--- src/rtl/flash_prot_prog.sv ---
module flash_prot_prog #(
  parameter int          PROG_CYCLES = 200,
  parameter logic [15:0] RESET_VAL   = 16'h0000,
  parameter logic [7:0]  OP_PROG     = 8'h2F,
  parameter logic [7:0]  OP_WREN     = 8'h06,
  parameter logic [7:0]  OP_RDSR     = 8'h05
) (
  input  logic        clk,
  input  logic        rst_n,
  input  logic        spi_sck,
  input  logic        spi_cs_n,
  input  logic        spi_mosi,
  input  logic        prot_lock,
  output logic        spi_miso,
  output logic [15:0] prot_q
);
  localparam int          TW       = $clog2(PROG_CYCLES + 1);
  localparam logic [4:0]  CMD_LEN  = 5'd8;
  localparam logic [4:0]  PROG_LEN = 5'd24;
  localparam logic [4:0]  CNT_MAX  = 5'd31;

  logic [1:0]    sck_m, cs_m, si_m;
  logic          sck_d, cs_d;
  logic [4:0]    bit_cnt;
  logic [15:0]   sh;
  logic [7:0]    cmd_q;
  logic          rd_act;
  logic [7:0]    out_sr;
  logic [2:0]    out_idx;
  logic          wip, wel, perr;
  logic [TW-1:0] tmr;
  logic [15:0]   pend;

  wire sck_s = sck_m[1];
  wire cs_s  = cs_m[1];
  wire si_s  = si_m[1];

  wire sck_rise = !cs_s && sck_s && !sck_d;
  wire sck_fall = !cs_s && !sck_s && sck_d;
  wire cs_rise  = cs_s && !cs_d;

  wire [7:0] status  = {1'b0, perr, 4'b0000, wel, wip};
  wire       go_prog = cs_rise && cmd_q == OP_PROG && bit_cnt == PROG_LEN && wel && !wip;
  wire       go_wren = cs_rise && cmd_q == OP_WREN && bit_cnt == CMD_LEN && !wip;
  wire       done    = wip && tmr == '0;

  assign spi_miso = rd_act & out_sr[7];

  always_ff @(posedge clk or negedge rst_n) begin
    if (!rst_n) begin
      sck_m <= '0;
      cs_m  <= 2'b11;
      si_m  <= '0;
      sck_d <= 1'b0;
      cs_d  <= 1'b1;
    end else begin
      sck_m <= {sck_m[0], spi_sck};
      cs_m  <= {cs_m[0], spi_cs_n};
      si_m  <= {si_m[0], spi_mosi};
      sck_d <= sck_s;
      cs_d  <= cs_s;
    end
  end

  always_ff @(posedge clk or negedge rst_n) begin
    if (!rst_n) begin
      bit_cnt <= '0;
      sh      <= '0;
      cmd_q   <= '0;
    end else if (cs_s) begin
      bit_cnt <= '0;
    end else if (sck_rise) begin
      sh <= {sh[14:0], si_s};
      if (bit_cnt != CNT_MAX) bit_cnt <= bit_cnt + 5'd1;
      if (bit_cnt == CMD_LEN - 5'd1) cmd_q <= {sh[6:0], si_s};
    end
  end

  always_ff @(posedge clk or negedge rst_n) begin
    if (!rst_n) begin
      rd_act  <= 1'b0;
      out_sr  <= '0;
      out_idx <= '0;
    end else if (cs_s) begin
      rd_act <= 1'b0;
    end else if (sck_fall) begin
      if (!rd_act) begin
        if (bit_cnt == CMD_LEN && cmd_q == OP_RDSR) begin
          rd_act  <= 1'b1;
          out_sr  <= status;
          out_idx <= '0;
        end
      end else if (out_idx == 3'd7) begin
        out_sr  <= status;
        out_idx <= '0;
      end else begin
        out_sr  <= {out_sr[6:0], 1'b0};
        out_idx <= out_idx + 3'd1;
      end
    end
  end

  always_ff @(posedge clk or negedge rst_n) begin
    if (!rst_n) begin
      wip    <= 1'b0;
      wel    <= 1'b0;
      perr   <= 1'b0;
      tmr    <= '0;
      pend   <= '0;
      prot_q <= RESET_VAL;
    end else if (go_prog) begin
      wip  <= 1'b1;
      tmr  <= TW'(PROG_CYCLES - 1);
      perr <= prot_lock;
      pend <= {sh[7:0], sh[15:8]};
    end else if (go_wren) begin
      wel <= 1'b1;
    end else if (done) begin
      wip <= 1'b0;
      wel <= 1'b0;
      if (!perr) prot_q <= pend;
    end else if (wip) begin
      tmr <= tmr - TW'(1);
    end
  end
endmodule


--- config.mk ---
export PLATFORM = sky130hd
export DESIGN_NAME = flash_prot_prog
export DESIGN_NICKNAME = d
export VERILOG_FILES = /design/src/rtl/flash_prot_prog.sv
export SDC_FILE = /design/constraint.sdc
export NUM_CORES = 1
export LEC_CHECK = 0
export BUFFER_PORTS_ARGS = -buffer_cell sky130_fd_sc_hd__buf_2
export CORE_UTILIZATION = 56
export CTS_BUF_LIST = sky130_fd_sc_hd__clkbuf_4
export CTS_CLUSTER_SIZE = 25
export DETAILED_ROUTE_END_ITERATION = 8
export PLACE_DENSITY = 0.77
export SYNTH_ARGS = -nofsm -noshare
export SYNTH_HDL_FRONTEND = slang
export SYNTH_SLANG_ARGS = --single-unit
export TNS_END_PERCENT = 5
--- constraint.sdc ---
create_clock -name clk -period 2.2 [get_ports clk]
set_input_delay 0.22 -clock clk [delete_from_list [all_inputs] [get_ports clk]]
set_output_delay 0.22 -clock clk [all_outputs]
set_load 0.1 [all_outputs]
# == Word-level counts from Yosys, hierarchy flattened ==
# Index checks and enable logic that the tools add are counted.
# classes
n_addsub,3
eq_ne,10
muxes,21
n_bitwise,5
n_reduce_logical,35
# op_table
cell,n
8-bit 2-to-1 mux,7
"8-bit by 3-bit equality test with 1-bit output, second input constant",2
5-bit 2-to-1 mux,3
1-bit logical AND,14
2-bit nonzero test,7
3-bit 2-to-1 mux,3
3-bit AND reduction,3
"8-bit by 6-bit equality test with 1-bit output, second input constant",1
8-bit zero test,1
1-bit 2-to-1 mux,8
2-bit AND reduction,4
"8-bit by 1-bit subtractor with 8-bit output, second input constant",1
"5-bit by 1-bit adder with 5-bit output, second input constant",1
"5-bit by 3-bit equality test with 1-bit output, second input constant",1
"5-bit by 4-bit equality test with 1-bit output, second input constant",1
"5-bit equality test, second input constant",1
1-bit zero test,5
"5-bit inequality test, second input constant",1
"2-bit inequality test, second input constant",2
1-bit inverter,4
4-bit AND reduction,1
"3-bit by 1-bit adder with 3-bit output, second input constant",1
"3-bit equality test, second input constant",1
1-bit AND,1
# totals
register_bits,92
input_bits,6
out_inout_bits,17

# == Longest topological paths before layout ==
# Gate-level depths: netlist (run 1).
# depth
word_depth,8
mapped_depth,7

# == Least setup slack after synthesis (run 1) ==
# No wires, ideal clock.
# synth_timing
path_type,register -> register
from,register cs_m[1]
to,register perr
setup_time_ns,0.125
arrival_time_ns,1.928
required_ns,2.075
path_slack_ns,0.147
stages_incl_launch_ff,7
cell_sequence,dfstp_2 -> buf_2 -> and4bb_2 -> nand3_1 -> nor3_4 -> buf_4 -> mux2_2
# synth_via
elab_chain_len,5
# synth_rtl
item,line_no,source
start: declaration,22,"logic [1:0] sck_m, cs_m, si_m;"
start signal: assignment,58,"cs_m <= {cs_m[0], spi_cs_n};"
1-bit logical AND,40,wire cs_rise = cs_s && !cs_d;
1-bit logical AND (4 in series),43,wire go_prog = cs_rise && cmd_q == OP_PROG && bit_cnt == PROG_LEN && wel && !wip;
end signal: assignment,114,perr <= prot_lock;
end: declaration,30,"logic wip, wel, perr;"
# Every way passes these cells.
# A chain may end at the register's enable or synchronous reset.

# == Worst setup path after layout (run 1) ==
# layout_timing
from,register bit_cnt[0]
to,register pend[10]
# layout_via
elab_chain_len,4
# layout_rtl
item,line_no,source
start: declaration,24,logic [4:0] bit_cnt;
start signal: assignment,74,if (bit_cnt != CNT_MAX) bit_cnt <= bit_cnt + 5'd1;
5-bit equality test,43,
1-bit logical AND (3 in series),43,
end signal: assignment,115,"pend <= {sh[7:0], sh[15:8]};"
end: declaration,32,logic [15:0] pend;
# Every way passes these cells.

==> flow_metrics.env, run 1 <==
export IMPL_num_rows=29
export IMPL_slew_viol_final=0
export IMPL_ff2ff_setup_slack_ns=0.19
export IMPL_synth_seq_cells=92
export IMPL_layout_common_cells="89 x dfrtp_1, 48 x mux2_2, 21 x buf_2"
export IMPL_ioPinCount=23
export IMPL_seq_area_frac_synth_pct=60.8
export IMPL_syn_inst=257
export IMPL_wl_met3_um=236
export IMPL_detail_route_iter0_violations=102
export IMPL_synth_ff_type="dfrtp_1"
export IMPL_critPathLaunchType="flop"
export IMPL_cts_clk_slew_worst_paths_ns=0.15
export IMPL_pwr_share_seq_pct=62.3
export IMPL_peakVddDrop_uv=478
export IMPL_dpl_cell_area_um2=4060
export IMPL_start_util_pct=58.7
export IMPL_grt_use_total_pct=19.6
export IMPL_path_delay_family="simple AND/OR/NAND/NOR gates"
export IMPL_hold_path_class="in2async"
export IMPL_drv_cap=0
export IMPL_h_tree_depth=3
export IMPL_clkSinkCount=92
export IMPL_power_switching_w=0.000735
export IMPL_power_density_nw_per_um2=694
export IMPL_cts_path_max_buffers=2
export IMPL_fill_cells=480
export IMPL_cts_root_buf="clkbuf_4"
export IMPL_yosysUniqueCellTypes=46
export IMPL_grt_pass1_wl_um=10700
export IMPL_path_max_fanout=6
export IMPL_met1_length_um=2740
export IMPL_cp_data_required_time_ns=2.53
export IMPL_ant_nets=0
export IMPL_fin_util_pct=66.2
export IMPL_fmax_ghz=0.497
export IMPL_setup_ws_ns=0.189
export IMPL_top_layer="met4"
export IMPL_synth_top_area_share_pct=58.8
export IMPL_fin_area_um2=4280
export IMPL_drt_first_pass_iters=6
export IMPL_synth_compound_area_share_pct=5.18
export IMPL_worstPathCellList="inv_1, ha_1, and4bb_2, nand3_1, nor3_4, buf_4, mux2_2"
export IMPL_syn_nets=270
export IMPL_violations="DRC"
export IMPL_rsz0062_at_grt="no"
export IMPL_syn_area_um2=3790
export IMPL_tns_ns=0
export IMPL_cts_tree="done"
export IMPL_leakagePower_nw=2.23
export IMPL_clkLatencyLatePin_ns=0.45
export IMPL_yosysTopAreaCell="dfrtp_1"
export IMPL_viasPerCell=5.69
export IMPL_wl_per_cell_um=16.1
export IMPL_num_vias=2175
export IMPL_areaGrowthSynthToFinish_pct=12.8
export IMPL_swShare_pct=24.8
export IMPL_core_area_um2=6460
export IMPL_die_w_um=84.3
export IMPL_synth_area_leaders="dfrtp_1 59%, mux2_2 14%, mux2_4 4.0%"
export IMPL_portBuffers=22
export IMPL_crit_arrival_ns=2.34
export IMPL_antenna_found_initial=0
export IMPL_path_class="reg2reg"
export IMPL_grt_max_degree=46
export IMPL_seqCellArea_um2=2310
export IMPL_syn_avg_cell_area_um2=14.7
export IMPL_cts_buffers=9
export IMPL_synth_top_family_by_area="multiplexers"
export IMPL_slew_headroom_pct=61.6
export IMPL_synthXorXnorAreaFrac_pct=0.924
export IMPL_wl_met2_um=3040
export IMPL_status="finished with violations"
export IMPL_combinationalPowerShare_pct=5.0
export IMPL_drive_above_1_share_pct=39.7
export IMPL_dieArea_um2=7100
export IMPL_gp_congestion=0.793
export IMPL_synthMuxAreaShare_pct=19.0
export IMPL_grt_pass1_vias=2267
export IMPL_worst_setup_path_end_kind="flop"
export IMPL_p_int_w=0.00223
export IMPL_drc=2
export IMPL_layout_commonest_cell="dfrtp_1"
export IMPL_cp_slowest_stage_delay_ns=0.44
export IMPL_ctsResizeCount=0
export IMPL_slowest_stage="dfrtp_1"
export IMPL_antenna_cells=0
export IMPL_skew_ns=0.0233
export IMPL_ys_warn_count=0
export IMPL_final_setup_viol_count=0
export IMPL_hold_viol=0
export IMPL_synthSimpleGateAreaFrac_pct=9.97
export IMPL_synth_edf_count=0
export IMPL_hold_worst_slack_ns=0.299
export IMPL_layout_min_cycle_time_ns=2.01
export IMPL_hpwl_um=4190
export IMPL_worstMarginPinSlew_ns=0.575
export IMPL_drt_wl_total_um=6140
export IMPL_die_y_um=84.3
export IMPL_overflow=0
export IMPL_finalCritPeriodShare_pct=91.4
export IMPL_synthAdderAreaFrac_pct=2.31
export IMPL_layout_nets=313
export IMPL_path_buf_inv=2
export IMPL_async_flop_share_pct=100
export IMPL_p_clk_share_pct=32.7
export IMPL_multi_input_area_um2=1420
export IMPL_dp_slack_ns=0.134
## worst paths after layout
kind,end,from,cells past startpoint
setup reg to reg,pend[10]$_DFFE_PN0P_,bit_cnt[0]$_DFFE_PN0P_,7
setup / recovery,pend[10]$_DFFE_PN0P_,bit_cnt[0]$_DFFE_PN0P_,7
hold reg to reg,si_m[1]$_DFF_PN0_,si_m[0]$_DFF_PN0_,0
max in group asynchronous,cs_m[0]$_DFF_PN1_,rst_n,3
hold / removal,cmd_q[2]$_DFFE_PN0P_,rst_n,2
min in group clk,si_m[1]$_DFF_PN0_,si_m[0]$_DFF_PN0_,0
## state kept, by name, summed over array words and instances (netlist names)
name / count
tmr: 8
si_m: 2
pend: 16
perr: 1
cs_d: 1
cs_m: 2
out_sr: 8
out_idx: 3
bit_cnt: 5
wel: 1
rd_act: 1
prot_q: 16
sh: 16
cmd_q: 8
sck_m: 2
sck_d: 1
wip: 1
## through the flow
step / power, W / instances
3_5_place_dp: 0.00203 / 360
2_1_floorplan: 0.00193 / 257
3_3_place_gp: 0.00201 / 360
6_report: 0.00297 / 382
4_1_cts: 0.00301 / 381
5_1_grt: 0.00309 / 382
## synth_stat cells, types with 2 or more instances
master,n
dfrtp_1,89
nand4_1,2
and4bb_2,2
dfstp_2,3
nor2_1,9
nor3b_1,2
nand2b_1,4
mux2_4,10
a31oi_1,2
a32o_1,2
xor2_1,2
ha_1,7
or4b_4,2
a211o_1,4
a211oi_1,2
buf_2,2
xnor2_1,2
mux2_2,48
nand3_1,2
and2_1,2
inv_1,6
and3_1,2
a21oi_1,4
mux2i_1,3
nand2_1,10
buf_6,2
a22o_1,6
o21ai_0,2
nor3_1,3
or3_1,5
## final cells by class
type                    instances  share of cell area (%)
clock inverters                 6                    1.78
repair buffers                 38                    6.61
flip-flops and latches         92                    53.9
multi-input cells             153                    33.1
clock buffers                  10                    1.76
inverters                       6                   0.527
well taps                      77                    2.25
## power by group through the flow
stage | clock network, W | registers [W] | logic (W)
after detailed placement | 0 | 0.00188 | 0.000146
after floorplan | 0 | 0.00185 | 0.0000848
after CTS | 0.00100 | 0.00185 | 0.000155
final | 0.000970 | 0.00185 | 0.000149
after global placement | 0 | 0.00188 | 0.000136
after global routing | 0.00106 | 0.00186 | 0.000169
## cell families (layout without fill, tap and decap cells)
logic type	count (synthesis)	count (layout)
flops	92	92
mux	61	61
simple gates	55	55
compound gates	26	26
buf+inv	12	60
fa+ha+maj	7	7
xor+xnor	4	4
## what timing repair did
action,in CTS,in global routing
setup endpoints to repair,0,1
hold buffers,5,0
setup buffers,0,1
hold endpoints to repair,45,0
## metal layers
metal,global-route usage (%),up-vias
li1,-,1019
met1,24.6,1111
met2,32.3,31
met3,5.90,14
met4,7.99,0
met5,0,-
(Power assumes the default switching activity.)
==> run 2, diff against run 1 <==
Settings changed: CORE_MARGIN set to 2, GPL_TIMING_DRIVEN set to 0, PLACE_DENSITY 0.77 to unset, PLACE_DENSITY_LB_ADDON set to 0.25.
==> flow_metrics.env, run 2 (synthesized netlist as in run 1, its figures left out) <==
export IMPL_critPathLaunchType="flop"
export IMPL_cp_slowest_stage_delay_ns=0.48
export IMPL_finalCritPeriodShare_pct=96.4
export IMPL_grt_pass1_vias=2135
export IMPL_worstMarginPinSlew_ns=0.668
export IMPL_rsz0062_at_grt="yes"
export IMPL_r2r_cells=7
export IMPL_placed_cells=357
export IMPL_drt_wl_total_um=5850
export IMPL_ioPinCount=23
export IMPL_skew_ns=0.0148
export IMPL_wl_per_cell_um=15.4
export IMPL_antenna_found_initial=0
export IMPL_detail_route_iter0_violations=102
export IMPL_portBuffers=22
export IMPL_cp_data_required_time_ns=2.52
export IMPL_leakagePower_nw=2.22
export IMPL_setup_ws_ns=0.0786
export IMPL_status="finished clean"
export IMPL_areaGrowthSynthToFinish_pct=12.3
export IMPL_grt_use_total_pct=17.7
export IMPL_die_y_um=86.3
export IMPL_grt_pass1_wl_um=10200
export IMPL_layout_cells_non_filler=380
export IMPL_slowest_stage="or4b_4"
export IMPL_cts_tree="done"
export IMPL_viasPerCell=5.58
export IMPL_num_rows=29
export IMPL_power_density_nw_per_um2=689
export IMPL_rr_endpoint="prot_q[13]$_DFFE_PN0P_"
export IMPL_final_setup_viol_count=0
export IMPL_core_area_um2=6460
export IMPL_reg2reg_from="tmr[1]$_DFFE_PN0P_"
export IMPL_ant_nets=0
export IMPL_fmax_ghz=0.471
export IMPL_slew_headroom_pct=55.3
export IMPL_hpwl_um=3890
export IMPL_hold_path_class="in2async"
export IMPL_peakVddDrop_uv=418
export IMPL_layout_nets=311
export IMPL_layout_common_cells="89 x dfrtp_1, 48 x mux2_2, 23 x buf_2"
export IMPL_hold_viol=0
export IMPL_start_util_pct=58.7
export IMPL_worstPathCellList="inv_2, ha_1, or4b_4, nor2_4, nand3b_4, buf_12, mux2_4"
export IMPL_grt_max_degree=48
export IMPL_clkSinkCount=92
export IMPL_clkLatencyLatePin_ns=0.43
export IMPL_cts_root_buf="clkbuf_4"
export IMPL_worst_setup_path_end_kind="flop"
export IMPL_path_max_fanout=10
export IMPL_die_w_um=86.3
export IMPL_dp_slack_ns=-0.147
export IMPL_top_regs="pend: 16 flops, prot_q: 16 flops, sh: 16 flops"
export IMPL_drt_first_pass_iters=4
export IMPL_drv_cap=0
export IMPL_h_tree_depth=3
export IMPL_num_vias=2120
export IMPL_layout_commonest_cell="dfrtp_1"
export IMPL_cts_clk_slew_worst_paths_ns=0.14
export IMPL_drc=0
export IMPL_path_class="reg2reg"
export IMPL_drive_above_1_share_pct=39.6
export IMPL_antenna_cells=0
export IMPL_cts_path_max_buffers=2
export IMPL_crit_arrival_ns=2.44
export IMPL_cts_buffers=9
export IMPL_dieArea_um2=7440
export IMPL_layout_min_cycle_time_ns=2.12
export IMPL_ff2ff_setup_slack_ns=0.08
export IMPL_slew_viol_final=0
export IMPL_crit_start="tmr[1]$_DFFE_PN0P_"
export IMPL_gp_congestion=0.708
export IMPL_overflow=0
run 2: metrics by stage:
step,TNS [ns],cell area (um2),hold slack [ns],utilization [%],power (W)
2_1_floorplan,0,3790,-0.0756,-,0.00193
3_3_place_gp,-1.09,4000,0.333,61.9,0.00200
3_5_place_dp,-1.31,4030,0.274,62.3,0.00202
4_1_cts,0,4240,0.320,65.6,0.00297
5_1_grt,-0.125,4260,0.353,65.9,0.00309
6_report,0,4260,0.329,65.9,0.00293
run 2: per-layer routing:
| metal | vias to the layer above | share of wire (%) | track usage [%] |
|---|---|---|---|
| met4 | 0 | 1.7 | 6.82 |
| met1 | 1063 | 50 | 25.2 |
| li1 | 1020 | - | - |
| met2 | 28 | 45 | 26.1 |
| met5 | - | 0 | 0 |
| met3 | 9 | 3.1 | 4.86 |
run 2: cell type report:
cell class / count / area (um2)
flip-flops and latches: 92 / 2310
plain buffers: 6 / 52.6
inverters: 6 / 22.5
fillers: 477 / 2200
clock inverters: 6 / 71.3
multi-input cells: 153 / 1430
well taps: 77 / 96.3
repair buffers: 30 / 205
clock buffers: 10 / 75.1
run 2: worst max path at each step:
stage | to | slack (ns)
detailed placement | perr$_DFFE_PN0P_ | -0.15
global route | prot_q[13]$_DFFE_PN0P_ | -0.03
CTS | prot_q[13]$_DFFE_PN0P_ | 0.02
floorplan | perr$_DFFE_PN0P_ | 0.15
finish | prot_q[13]$_DFFE_PN0P_ | 0.08
global placement | perr$_DFFE_PN0P_ | -0.13
run 2: where the power goes:
group          switching, W  internal (W)  total, W  leakage [nW]
Clock              0.000568      0.000374  0.000941        0.0793
Sequential        0.0000735       0.00177   0.00185          1.25
Combinational     0.0000661     0.0000790  0.000145         0.888
Total              0.000707       0.00223   0.00293          2.22
run 2: what timing repair did:
action                                  4_1_cts  5_1_grt
gates cloned                                  0        0
endpoints found under the hold margin        49        0
hold buffers                                  5        0
gates resized for setup                       0        5
endpoints found under the setup margin       11       12
buffers inserted                              2        0
pin swaps                                     1        1
run 2: critical path: cells and delay by family, from the launching register on:
kind,cells,cell delay (ns)
flops,1,0.44
simple gates,3,0.86
buf+inv,2,0.28
mux,1,0.29
fa+ha+maj,1,0.14
==> run 3, diff against run 2 <==
Settings changed: SETUP_SLACK_MARGIN set to 0.1.
==> flow_metrics.env, run 3 (synthesized netlist as in run 1, its figures left out) <==
export IMPL_layout_cells_non_filler=381
export IMPL_wl_per_cell_um=15.4
export IMPL_cts_path_max_buffers=2
export IMPL_leakagePower_nw=2.22
export IMPL_grt_max_degree=48
export IMPL_die_y_um=86.3
export IMPL_power_switching_w=0.000707
export IMPL_critPathLaunchType="flop"
export IMPL_hold_path_class="in2async"
export IMPL_use_met2_pct=26.2
export IMPL_core_area_um2=6460
export IMPL_peakVddDrop_uv=417
export IMPL_antenna_found_initial=0
export IMPL_drt_wl_total_um=5870
export IMPL_die_w_um=86.3
export IMPL_top_regs="pend: 16 flops, prot_q: 16 flops, sh: 16 flops"
export IMPL_layout_min_cycle_time_ns=2.08
export IMPL_hpwl_um=3890
export IMPL_layout_commonest_cell="dfrtp_1"
export IMPL_clkLatencyLatePin_ns=0.43
export IMPL_status="finished clean"
export IMPL_drc=0
export IMPL_power_density_nw_per_um2=689
export IMPL_use_met1_pct=25.2
export IMPL_layout_common_cells="89 x dfrtp_1, 48 x mux2_2, 22 x buf_2"
export IMPL_use_met3_pct=4.86
export IMPL_crit_arrival_ns=2.40
export IMPL_cp_data_required_time_ns=2.52
export IMPL_grt_pass1_vias=2143
export IMPL_cts_clk_slew_worst_paths_ns=0.14
export IMPL_portBuffers=22
export IMPL_grt_pass1_wl_um=10200
export IMPL_grt_busiest_layer="met2"
export IMPL_areaGrowthSynthToFinish_pct=12.3
export IMPL_hold_worst_slack_ns=0.325
export IMPL_rsz0062_at_grt="yes"
export IMPL_combinationalPowerShare_pct=5.0
export IMPL_drt_first_pass_iters=4
export IMPL_placed_cells=357
export IMPL_dieArea_um2=7440
export IMPL_p_int_w=0.00223
export IMPL_overflow=0
export IMPL_slew_viol_final=0
export IMPL_worstMarginPinSlew_ns=0.673
export IMPL_h_tree_depth=3
export IMPL_cts_tree="done"
export IMPL_final_setup_viol_count=0
export IMPL_slew_headroom_pct=54.9
export IMPL_ioPinCount=23
export IMPL_p_clk_share_pct=32.1
export IMPL_pwr_share_seq_pct=62.9
export IMPL_grt_use_total_pct=17.7
export IMPL_viasPerCell=5.59
export IMPL_num_rows=29
export IMPL_antenna_cells=0
export IMPL_drive_above_1_share_pct=39.1
export IMPL_skew_ns=0.0143
export IMPL_path_max_fanout=10
export IMPL_swShare_pct=24.1
export IMPL_path_class="reg2reg"
export IMPL_gp_congestion=0.708
export IMPL_cts_buffers=9
export IMPL_fmax_ghz=0.480
export IMPL_layout_nets=312
export IMPL_worst_setup_path_end_kind="flop"
export IMPL_drv_cap=0
export IMPL_ant_nets=0
export IMPL_hold_viol=0
export IMPL_finalCritPeriodShare_pct=94.7
export IMPL_start_util_pct=58.7
export IMPL_detail_route_iter0_violations=114
export IMPL_cts_root_buf="clkbuf_4"
export IMPL_clkSinkCount=92
export IMPL_num_vias=2130
-- run 3: cell count changes in the layout (fill, tap and decap cells not counted), sizes merged --
cell  previous run  this run
buf             30        31
-- run 3: power groups by stage --
stage	clock network (W)	logic [W]	registers [W]
floorplan	0	0.0000848	0.00185
global placement	0	0.000128	0.00187
detailed placement	0	0.000141	0.00188
CTS	0.000976	0.000149	0.00185
global route	0.00106	0.000164	0.00186
finish	0.000941	0.000146	0.00185
-- run 3: worst paths after layout --
path                       slack [ns]  cells after the start                     end                from
max in group asynchronous        1.19                      3          cs_d$_DFF_PN1_               rst_n
max                              0.12                      7  prot_q[13]$_DFFE_PN0P_  tmr[0]$_DFFE_PN0P_
min reg2reg                      0.37                      0       cs_m[1]$_DFF_PN1_   cs_m[0]$_DFF_PN1_
min in group clk                 0.37                      0       cs_m[1]$_DFF_PN1_   cs_m[0]$_DFF_PN1_
min                              0.33                      2  out_idx[0]$_DFFE_PN0P_               rst_n
max reg2reg                      0.12                      7  prot_q[13]$_DFFE_PN0P_  tmr[0]$_DFFE_PN0P_
-- run 3: timing repair --
| item | in CTS | in global routing |
|---|---|---|
| hold endpoints to repair | 49 | 0 |
| endpoints found under the setup margin | 27 | 28 |
| gates resized for setup | 1 | 1 |
| setup buffers | 3 | 0 |
| hold buffers | 5 | 0 |
| pin swaps | 2 | 0 |
-- run 3: worst max-delay path, cell delays in order (launching register included) --
cell and delay [ns]:
dfrtp_1 0.40, inv_1 0.11, ha_1 0.17, or4b_4 0.48, nor2_4 0.15, nand3b_4 0.16
buf_6 0.21, mux2_4 0.30
-- run 3: layout make-up --
class / count / area (um2)
Sequential cell: 92 / 2310
Fill cell: 478 / 2200
Multi-Input combinational cell: 153 / 1430
Timing Repair Buffer: 31 / 213
Tap cell: 77 / 96.3
Clock buffer: 10 / 75.1
Clock inverter: 6 / 71.3
Buffer: 6 / 46.3
Inverter: 6 / 22.5
-- run 3: metrics by stage --
| stage | power, W | worst slack (ns) | setup TNS (ns) | utilization [%] | cell area (um2) |
|---|---|---|---|---|---|
| final | 0.00293 | 0.117 | 0 | 65.9 | 4260 |
| after global routing | 0.00309 | 0.0109 | 0 | 65.9 | 4260 |
| after CTS | 0.00297 | 0.0835 | 0 | 65.8 | 4250 |
| after detailed placement | 0.00202 | -0.147 | -1.31 | 62.3 | 4030 |
| after global placement | 0.00200 | -0.130 | -1.09 | 61.9 | 4000 |
| after floorplan | 0.00193 | 0.147 | 0 | - | 3790 |
-- run 3: routing by layer --
metal | up-vias | wire [um]
li1 | 1024 | -
met1 | 1068 | 2960
met2 | 33 | 2650
met3 | 5 | 185
met4 | 0 | 68
met5 | - | 0
